**src/rtl/spiw_pkg.sv**
```systemverilog
package spiw_pkg;

  typedef enum logic [1:0] {
    PH_IDLE = 2'd0,
    PH_HDR  = 2'd1,
    PH_DATA = 2'd2,
    PH_CRC  = 2'd3
  } phase_t;

  localparam logic [7:0] HDR_BASE  = 8'hF0;
  localparam logic [1:0] ORD_FIRST = 2'd1;
  localparam logic [1:0] ORD_MID   = 2'd2;
  localparam logic [1:0] ORD_LAST  = 2'd3;
  localparam int         MIN_ACCEPT = 5;

  // Position code of a packet: "fits" means the remainder ends in this packet.
  function automatic logic [1:0] order_code(input logic first, input logic fits);
    if (fits)       return ORD_LAST;
    else if (first) return ORD_FIRST;
    else            return ORD_MID;
  endfunction

  function automatic logic [7:0] header_byte(input logic [1:0] ord);
    return HDR_BASE | {6'b0, ord};
  endfunction

endpackage

```
**src/rtl/spiw_seg.sv**
```systemverilog
// Tracks remaining transfer bytes and bytes left in the current packet.
module spiw_seg #(
  parameter int SIZE_W  = 24,
  parameter int MAX_PKT = 8192
) (
  input  logic              clk,
  input  logic              rst_n,
  input  logic              load,
  input  logic [SIZE_W-1:0] load_size,
  input  logic              hdr_fire,
  input  logic              data_fire,
  output logic              fits,
  output logic              first,
  output logic              pkt_last,
  output logic              xfer_last,
  output logic              rem_zero
);
  localparam int PKT_W = $clog2(MAX_PKT + 1);
  localparam logic [SIZE_W-1:0] MAX_SZ = SIZE_W'(MAX_PKT);

  logic [SIZE_W-1:0] rem;
  logic [PKT_W-1:0]  pkt_left;

  assign fits      = (rem <= MAX_SZ);
  assign pkt_last  = (pkt_left == PKT_W'(1));
  assign xfer_last = (rem == SIZE_W'(1));
  assign rem_zero  = (rem == '0);

  always_ff @(posedge clk) begin
    if (!rst_n) begin
      rem      <= '0;
      pkt_left <= '0;
      first    <= 1'b0;
    end else if (load) begin
      rem      <= load_size;
      pkt_left <= '0;
      first    <= 1'b1;
    end else begin
      if (hdr_fire) begin
        first    <= 1'b0;
        pkt_left <= fits ? PKT_W'(rem) : PKT_W'(MAX_PKT);
      end
      if (data_fire) begin
        rem      <= rem - 1'b1;
        pkt_left <= pkt_left - 1'b1;
      end
    end
  end
endmodule

```
**src/rtl/spiw_seq.sv**
```systemverilog
// Phase sequencer: header, payload, optional check bytes, repeat.
module spiw_seq (
  input  logic              clk,
  input  logic              rst_n,
  input  logic              start,
  input  logic              size_ok,
  input  logic              crc_req,
  input  logic              in_valid,
  input  logic              out_ready,
  input  logic              pkt_last,
  input  logic              xfer_last,
  input  logic              rem_zero,
  output spiw_pkg::phase_t  ph,
  output logic              load,
  output logic              hdr_fire,
  output logic              data_fire,
  output logic              finish
);
  import spiw_pkg::*;

  logic crc_on;
  logic crc_idx;
  logic crc_fire;

  assign load      = (ph == PH_IDLE) && start && size_ok;
  assign hdr_fire  = (ph == PH_HDR) && out_ready;
  assign data_fire = (ph == PH_DATA) && in_valid && out_ready;
  assign crc_fire  = (ph == PH_CRC) && out_ready;
  assign finish    = (data_fire && pkt_last && xfer_last && !crc_on) ||
                     (crc_fire && crc_idx && rem_zero);

  always_ff @(posedge clk) begin
    if (!rst_n) begin
      ph      <= PH_IDLE;
      crc_on  <= 1'b0;
      crc_idx <= 1'b0;
    end else begin
      case (ph)
        PH_IDLE: if (load) begin
          ph      <= PH_HDR;
          crc_on  <= crc_req;
          crc_idx <= 1'b0;
        end
        PH_HDR: if (hdr_fire) ph <= PH_DATA;
        PH_DATA: if (data_fire && pkt_last) begin
          if (crc_on)         ph <= PH_CRC;
          else if (xfer_last) ph <= PH_IDLE;
          else                ph <= PH_HDR;
        end
        PH_CRC: if (crc_fire) begin
          if (!crc_idx) crc_idx <= 1'b1;
          else begin
            crc_idx <= 1'b0;
            ph      <= rem_zero ? PH_IDLE : PH_HDR;
          end
        end
        default: ph <= PH_IDLE;
      endcase
    end
  end
endmodule

```
**src/rtl/spiw_omux.sv**
```systemverilog
// Output byte selection per phase.
module spiw_omux (
  input  spiw_pkg::phase_t ph,
  input  logic [7:0]       hdr_byte,
  input  logic             in_valid,
  input  logic [7:0]       in_data,
  output logic             out_valid,
  output logic [7:0]       out_data
);
  import spiw_pkg::*;

  always_comb begin
    out_valid = 1'b0;
    out_data  = 8'h00;
    case (ph)
      PH_HDR:  begin out_valid = 1'b1;     out_data = hdr_byte; end
      PH_DATA: begin out_valid = in_valid; out_data = in_data;  end
      PH_CRC:  begin out_valid = 1'b1;     out_data = 8'h00;    end
      default: begin out_valid = 1'b0;     out_data = 8'h00;    end
    endcase
  end
endmodule

```
**src/rtl/spiw_framer.sv**
```systemverilog
module spiw_framer #(
  parameter int SIZE_W  = 24,
  parameter int MAX_PKT = 8192
) (
  input  logic              clk,
  input  logic              rst_n,
  input  logic              start,
  input  logic [SIZE_W-1:0] total_size,
  input  logic              crc_en,
  output logic              busy,
  output logic              reject,
  output logic              done,
  input  logic              in_valid,
  input  logic [7:0]        in_data,
  output logic              in_ready,
  output logic              out_valid,
  output logic [7:0]        out_data,
  input  logic              out_ready
);
  import spiw_pkg::*;

  phase_t     ph;
  logic       size_ok, load, hdr_fire, data_fire, finish;
  logic       fits, first, pkt_last, xfer_last, rem_zero;
  logic [7:0] hdr_byte;
  logic       reject_q, done_q;

  assign size_ok  = (total_size >= SIZE_W'(MIN_ACCEPT));
  assign hdr_byte = header_byte(order_code(first, fits));
  assign busy     = (ph != PH_IDLE);
  assign in_ready = (ph == PH_DATA) && out_ready;

  spiw_seg #(.SIZE_W(SIZE_W), .MAX_PKT(MAX_PKT)) i_seg (
    .clk(clk), .rst_n(rst_n), .load(load), .load_size(total_size),
    .hdr_fire(hdr_fire), .data_fire(data_fire), .fits(fits), .first(first),
    .pkt_last(pkt_last), .xfer_last(xfer_last), .rem_zero(rem_zero)
  );

  spiw_seq i_seq (
    .clk(clk), .rst_n(rst_n), .start(start), .size_ok(size_ok),
    .crc_req(crc_en), .in_valid(in_valid), .out_ready(out_ready),
    .pkt_last(pkt_last), .xfer_last(xfer_last), .rem_zero(rem_zero),
    .ph(ph), .load(load), .hdr_fire(hdr_fire), .data_fire(data_fire),
    .finish(finish)
  );

  spiw_omux i_omux (
    .ph(ph), .hdr_byte(hdr_byte), .in_valid(in_valid), .in_data(in_data),
    .out_valid(out_valid), .out_data(out_data)
  );

  always_ff @(posedge clk) begin
    if (!rst_n) begin
      reject_q <= 1'b0;
      done_q   <= 1'b0;
    end else begin
      reject_q <= start && !busy && !size_ok;
      done_q   <= finish;
    end
  end

  assign reject = reject_q;
  assign done   = done_q;
endmodule

```
**config.mk**
```make
export PLATFORM = sky130hd
export DESIGN_NAME = spiw_framer
export DESIGN_NICKNAME = d
export VERILOG_FILES = /design/src/rtl/spiw_pkg.sv /design/src/rtl/spiw_seg.sv /design/src/rtl/spiw_seq.sv /design/src/rtl/spiw_omux.sv /design/src/rtl/spiw_framer.sv
export SDC_FILE = /design/constraint.sdc
export NUM_CORES = 1
export LEC_CHECK = 0
export BUFFER_PORTS_ARGS = -buffer_cell sky130_fd_sc_hd__buf_2
export CORE_UTILIZATION = 56
export DETAILED_ROUTE_END_ITERATION = 6
export PLACE_DENSITY = 0.76
export SLEW_MARGIN = 5
export SYNTH_ARGS = -nofsm -noshare
export SYNTH_HDL_FRONTEND = slang
export SYNTH_SLANG_ARGS = --single-unit
```
**constraint.sdc**
```tcl
create_clock -name clk -period 2.86 [get_ports clk]
set_input_delay 0.143 -clock clk [delete_from_list [all_inputs] [get_ports clk]]
set_output_delay 0.143 -clock clk [all_outputs]
set_load 0.1 [all_outputs]
```
# == Word-level counts from Yosys, hierarchy flattened ==
# Cells that the tools add are included.
# op_classes
addsub,2
order_cmp,2
eq_ne,10
mux,24
bitwise_logic,1
reduce_logical,30
# op_table
operator,count
$mux W24,2
$mux W14,3
$eq A24 B1 Y1 const B,1
$ge A24 B3 Y1 const B,1
$le A24 B14 Y1 const B,1
$logic_not A24 Y1,1
$sub A24 B1 Y24 const B,1
$mux W2,8
$pmux W8 S2,1
$eq A14 B1 Y1 const B,1
$logic_and A1 B1 Y1,14
$sub A14 B1 Y14 const B,1
$reduce_bool A2 Y1,5
$ne A2 B2 Y1 const B,4
$pmux W2 S4,1
$mux W1,7
$reduce_and A5 Y1,1
$eq A2 B2 Y1 const B,2
$pmux W1 S2,2
$reduce_or A2 Y1,2
$logic_not A1 Y1,3
$reduce_and A3 Y1,1
$eq A2 B1 Y1 const B,1
$logic_not A2 Y1,1
4 further kinds,4
# word_totals
reg_bits,45
out_inout_bits,13
elab_cells,77

# == Logic depth before layout (Yosys ltp) ==
# Gate-level depths: netlist (run 1).
# logic_depth
ltp_word,7
depth_mapped,9

# == Modules after synthesis ==
# A second synthesis (run 1) with hierarchy kept.
# unflattened
hier_cells,397
hier_area_um2,3173.0
# by_module_without_submodules
mod,n_inst,cells_each,area_per_inst_um2,seq_area_each_um2
spiw_seg,1,315,2524.9,780.7
spiw_seq,1,33,262.8,80.1
spiw_omux,1,26,206.4,0.0
spiw_framer,1,23,178.9,40.0

# == Worst setup path before layout (run 1) ==
# OpenSTA, ideal clock, no wires.
# synth_timing
path_type,register to output
from,reg i_seg.rem[15]
to,out out_data[0]
arrival_time_ns,3.126
setup_slack_ns,-0.409
path_stages_with_launch,7
n_path_buf,1
cell_sequence,dfxtp_1 > or4_4 > or4_4 > a21oi_2 > buf_4 > nor2_1 > o21ai_1
# synth_between
elab_chain_cells,3
# synth_rtl
element,line,source
"start, declared",spiw_seg.sv:21,logic [SIZE_W-1:0] rem;
"start signal, assigned",spiw_seg.sv:35,rem <= load_size;
"start signal, assigned",spiw_seg.sv:44,rem <= rem - 1'b1;
$le A24 B14 Y1,spiw_seg.sv:24,assign fits = (rem <= MAX_SZ);
$mux W2,spiw_pkg.sv:18,if (fits) return ORD_LAST;
$pmux W8 S2,spiw_omux.sv:15,case (ph)
"end, declared",spiw_framer.sv:17,"output logic [7:0] out_data,"
# Every way passes these cells.

# == Worst setup path in the final report (run 1) ==
# layout_timing
from,reg i_seg.rem[15]
to,out out_data[1]
# The elaborated chain is that of the path after synthesis.

==> impl_results.md, run 1 <==
* Syn Std Cell Area at 2840 um^2
* Synth area leaders: dfxtp_1 (32%), nor2_1 (5.0%), a21oi_1 (4.8%), o21ai_0 (4.6%), xnor2_1 (4.3%)
* Die W at 73.2 um
* Largest net degree at the start of global routing at 50
* YS warnings at 0
* Tcrit/Tclk final at approximately nine tenths
* CTS Buffer Depth at 2
* Setup tns final at 0 ns
* Fmax at 0.392 GHz
* Core ar. at 4790 um^2
* WL met3 at 409 um
* Clock slew at reported path FFs at 0.09 ns
* Post-synth top area share at 31.8%
* Commonest non-fill, non-tap cells in the layout: buf_2 (48), dfxtp_1 (45), nor2_1 (38)
* Net Sw Frac at a little under half
* Syn_area_per_cell at 7.77 um^2
* Initial DRC Count at 175
* Drt via density at 6.02
* CTS root buf: clkbuf_8
* Die height at between 70 and 80 um
* Comb power frac at 50.5%
* CTS buffer count at 5
* Unrepaired setup endpoints after global routing: no
* First-pass GRT wire length at 12300 um
* Uppermost routed layer: met4
* Final #Nets at about 450
* Post-synthesis sequential area ratio at 31.8%
* Placed cells at approximately 470
* Pint at 0.00151 W
* Wirelength per Cell at 15.6 um
* Total GRT Usage at 29.8%
* Fillers at ~430
* Shortest period the worst path allows at 2.55 ns
* Critical Path End Type: output port
* GRT overflow at 0
* IO Count at 51
* Post-synth ARST share at 0%
* H-Tree Depth at 2
* M1 WL at 3540 um
* Synthesized Nets at 412
* Slew at the pin closest to its max-slew limit at 0.879 ns
* Commonest non-fill, non-tap cell in the layout: buf_2
* Number of library cell types mapped by synthesis at 50
* Worst Setup Start Kind: flip-flop
* Post-CTS setup buffer count at 0
* PD cells at 888 nW/um^2
* Setup violators final at 0
* Static Leak at 1.24 nW
* DP HPWL at 5340 um
* Share of cells above drive strength 1 at about 18%
* Starting Density at 59.3%
* Hold buffer count at cts at 0
* Ant. Diodes at 0
* EDFF count, synth at 0
* Main synth FF type: dfxtp_1
* Pre-antenna DRT Iters at 4
* Routability cong. at 0.874
* HP Class: primary input to flip-flop
* Max-cap check violation count at 0
* WS Path Type: flip-flop to output port
* Vias in the first global route at approximately 2600
* Clock Power Share at roughly 17%
* Post-detailed-route count of antenna-violating nets at 0
* Total routed wirelength at roughly 7400 um
* Cell type with the highest aggregate area in the netlist: dfxtp_1
* CTS resizes at 0
* Critical Path RT at approximately 2.7 ns
* Synth-to-layout area growth at 15.4%
* Switching power at 0.00139 W
* Flops & latches, synth at 45
* I/O Buffers at 50
* Relative slew slack at 40.9%
* TritonCTS Sinks at between 40 and 50
* CTS tree: yes
* Number of core rows at 25
* Cells after Synth at 365
* Post-Layout Cell Count at 473
* Final-report max-slew violation count at 0
* Via count at 2848
* Die ar. at around 5400 um^2
* VDD IR max at 0.502 mV
* Run status: finished, final reports clean
* Flop pwr share at 32.1%
* Final hold violations at 0
* Worst Path Max Fanout at 6
* Skew final at 0.00808 ns
* Critical path arrival at 2.41 ns
* DRC viols at 0
* Total power at 0.00290 W
* Met2 WL at approximately 3400 um
* Skew-Pair Late Insertion Delay at 0.30 ns
* Initial antenna violation count at 0
## sequential cells by signal, summed over array words and instances, names as in the netlist
register,flops
reject,1
i_seq.crc_on,1
i_seg.pkt_left,14
i_seg.rem,24
i_seg.first,1
done,1
i_seq.crc_idx,1
i_seq.ph,2
## logic make-up after synthesis
group | Yosys count | share of synthesized area, %
adders and majority gates | 9 | 3.97
AOI/OAI and AO/OA | 97 | 20.6
xor gates and xnor gates | 22 | 6.79
muxes | 8 | 2.82
DFF | 45 | 31.8
buffers and inverters | 34 | 4.63
and+or+nand+nor | 150 | 29.4
## stage by stage
step                      setup slack [ns]  instance area (um^2)  util, %  hold slack, ns
final                                0.312                  3270     68.4          0.0867
after floorplan                      0.120                  2840        -           0.281
after CTS                            0.296                  3270     68.4          0.0775
after detailed placement             0.586                  3160     65.9           0.393
after global placement               0.621                  3160     65.9           0.387
after global routing                 0.224                  3270     68.4          0.0929
## power groups by stage
stage | logic (W) | clock network [W] | registers (W)
after floorplan | 0.00119 | 0 | 0.000878
after global placement | 0.00143 | 0 | 0.000936
after detailed placement | 0.00144 | 0 | 0.000939
after CTS | 0.00145 | 0.000507 | 0.000926
after global routing | 0.00159 | 0.000536 | 0.000952
final | 0.00147 | 0.000507 | 0.000932
## routing by layer
layer  track usage [%]  vias up
met3              4.56       11
met1              40.4     1313
li1                  -     1428
met4              7.84        0
met5                 0        -
met2              49.4       96
## cell usage after synthesis (2+ instances only)
master     count
xnor2_1       14
a21o_1         2
nand4_1       14
a211oi_1      12
clkbuf_1      19
o21a_1         3
a2111oi_0      2
nor4b_1        2
nor2b_1        8
dfxtp_1       45
nor4_1        14
xor2_1         8
nand4b_1       3
nand2_1       15
and2_1         3
and3_1         2
or4_4          2
nor3b_1        3
inv_1         12
o21ai_1        2
a31oi_1       15
ha_1           9
nor3_1        13
o21ai_0       26
or4_1          5
mux2i_1        8
a21oi_1       27
nand2b_1       2
or3_1          7
nor2_1        38
nand3_1       11
## final timing paths
check / from / to / slack [ns] / depth (start not counted)
max: i_seg.rem[15] / out_data[1] / 0.31 / 6
min: crc_en / i_seq.crc_on / 0.09 / 3
max reg2reg: i_seq.ph[0] / i_seg.rem[6] / 0.53 / 8
min reg2reg: i_seg.first / i_seg.first / 0.47 / 2
## worst max-delay path, stage by stage, from the launching register on
cell and delay, ns:
dfxtp_1 0.35, or4_4 0.56, or4_4 0.51, a21oi_2 0.22, nor2b_1 0.09, o21ai_2 0.18
buf_12 0.19
## final cells by class
type | count | area, um^2 | share of cell area (%)
multi-input cells | 286 | 1810 | 55.4
inverters | 13 | 48.8 | 1.49
clock inverters | 1 | 30.0 | 0.918
repair buffers | 54 | 310 | 9.48
clock buffers | 7 | 86.3 | 2.64
well taps | 67 | 83.8 | 2.56
flip-flops and latches | 45 | 901 | 27.5
Power figures use the tool's default switching activity.
==> inputs of run 2 (changes only) <==
--- a/config.mk
+++ b/config.mk
@@ -9,4 +9,6 @@
 export CORE_UTILIZATION = 56
+export CTS_BUF_LIST = sky130_fd_sc_hd__clkbuf_16
 export DETAILED_ROUTE_END_ITERATION = 6
 export PLACE_DENSITY = 0.76
+export REMOVE_ABC_BUFFERS = 1
 export SLEW_MARGIN = 5
--- a/constraint.sdc
+++ b/constraint.sdc
@@ -3,2 +3,2 @@
 set_output_delay 0.143 -clock clk [all_outputs]
-set_load 0.1 [all_outputs]
+set_load 0.02 [all_outputs]
==> run 2 against run 1 <==
  * Combinational power shrank 22%
  * Sequential power hardly changed
  * Critical path depth unchanged
  * Highest routed layer unchanged
  * Die area stayed put
==> impl_results.md, run 2 (synthesized netlist as in run 1, its figures left out) <==
* Clock Power Share at 20.7%
* Total GRT Usage at 28.7%
* Fillers at 449
* Critical Path RT at between 2 and 3 ns
* Via count at 2849
* Final hold violations at 0
* Skew-Pair Late Insertion Delay at 0.28 ns
* M1 WL at 3430 um
* Final-report max-slew violation count at 0
* Worst Path Max Fanout at 7
* Pint at 0.00152 W
* IO Count at 51
* Worst Hold Depth at 3
* Synth-to-layout area growth at 15.0%
* Total routed wirelength at 7330 um
* Commonest non-fill, non-tap cells in the layout: buf_2 (50), dfxtp_1 (45), nor2_1 (38)
* Critical Path End Type: output port
* Flop pwr share at 35.7%
* Worst Setup Start Kind: flip-flop
* Static Leak at 1.24 nW
* Initial DRC Count at 174
* Vias in the first global route at 2505
* CTS root buf: clkbuf_16
* Unrepaired setup endpoints after global routing: no
* Run status: finished, final reports clean
* Routability cong. at around 0.88
* RR Endpoint: i_seq.ph[0]
* DP HPWL at 5390 um
* Core ar. at 4790 um^2
* Largest register by flop count: i_seg.rem
* TritonCTS Sinks at 45
* Net Sw Frac at 41.8%
* Drt via density at 6.01
* Largest net degree at the start of global routing at 50
* Die W at 73.2 um
* Initial antenna violation count at 0
* Hold buffer count at cts at 0
* Setup violators final at 0
* Worst reg-to-reg setup slack at 0.40 ns
* Starting Density at about 59%
* R2R cell count at 8
* Clock slew at reported path FFs at 0.06 ns
* Tcrit/Tclk final at between 90% and 100%
* GRT overflow at 0
* Die height at 73.2 um
* Worst r2r src: i_seq.ph[0]
* Relative slew slack at 41.7%
* Commonest non-fill, non-tap cell in the layout: buf_2
* Finished Core Util at 68.2%
* Slew at the pin closest to its max-slew limit at 0.867 ns
* Comb power frac at a little over two fifths
* HP Class: primary input to flip-flop
* CTS buffer count at 5
* WS Path Type: flip-flop to output port
* Uppermost routed layer: met4
* CTS Buffer Depth at 2
* Post-CTS setup buffer count at 0
* Final #Nets at 453
* Max-cap check violation count at 0
* Max FFs per register at 24
* PD cells at 801 nW/um^2
* Post-detailed-route count of antenna-violating nets at 0
* Pre-antenna DRT Iters at 4
* Share of cells above drive strength 1 at 17.2%
* I/O Buffers at 50
* Total power at 0.00261 W
* Die ar. at 5350 um^2
* Switching power at 0.00109 W
* First-pass GRT wire length at 11800 um
* Number of core rows at 25
* WL met3 at 433 um
* Worst Hold Path EP: i_seq.crc_on
* VDD IR max at 0.370 mV
* Fmax at 0.385 GHz
* Critical path arrival at 2.45 ns
* Met2 WL at 3360 um
* Skew final at 0.00422 ns
* Ant. Diodes at 0
* Regs by FF count: i_seg.rem (24), i_seg.pkt_left (14), i_seq.ph (2)
* CTS tree: yes
* Shortest period the worst path allows at between 2 and 3 ns
* Worst hold slack at 0.0951 ns
* DRC viols at 0
* Wirelength per Cell at approximately 15 um
* CTS resizes at 0
* H-Tree Depth at 2
* Critical hold path startpoint: crc_en
==> run 2: critical path, stage by stage, from the launching register on <==
cell and delay [ns]:
dfxtp_1 0.35, or4_4 0.57, or4_4 0.52, a21oi_2 0.33
nor2b_1 0.08, o21ai_1 0.14, buf_2 0.18
==> run 2: worst max-delay path by stage <==
stage | slack (ns) | end | startpoint | depth (start not counted)
floorplan | -0.62 | i_seg.pkt_left[2] | total_size[9] | 5
global placement | 0.59 | i_seq.ph[0] | i_seq.ph[0] | 8
detailed placement | 0.49 | i_seq.ph[0] | i_seq.ph[0] | 8
CTS | 0.30 | out_data[1] | i_seg.rem[15] | 6
global route | 0.18 | out_data[1] | i_seg.rem[15] | 6
finish | 0.26 | out_data[1] | i_seg.rem[15] | 6
==> run 2: metal layers <==
layer  up-vias  track usage, %
met3        14            3.87
li1       1431               -
met5         -               0
met4         0            9.37
met1      1296            39.6
met2       108            46.2
==> run 2: per-stage QoR <==
stage	worst slack [ns]	TNS (ns)	instance area, um^2	cells
2_1_floorplan	-0.615	-6.14	2750	344
3_3_place_gp	0.591	0	3130	466
3_5_place_dp	0.492	0	3130	466
4_1_cts	0.295	0	3260	474
5_1_grt	0.185	0	3260	474
6_report	0.264	0	3260	474
==> run 2: layout make-up <==
class	count	area (um^2)	area share (%)
flip-flops and latches	45	901	27.6
clock inverters	3	12.5	0.383
inverters	13	48.8	1.50
multi-input cells	286	1800	55.3
well taps	67	83.8	2.57
clock buffers	5	125	3.83
repair buffers	55	288	8.82
==> run 2: power by group through the flow <==
stage / clock network, W / registers [W] / logic, W
final: 0.000541 / 0.000932 / 0.00114
after global routing: 0.000573 / 0.000949 / 0.00126
after CTS: 0.000550 / 0.000929 / 0.00112
after detailed placement: 0 / 0.000940 / 0.00112
after global placement: 0 / 0.000934 / 0.00109
after floorplan: 0 / 0.000890 / 0.000841
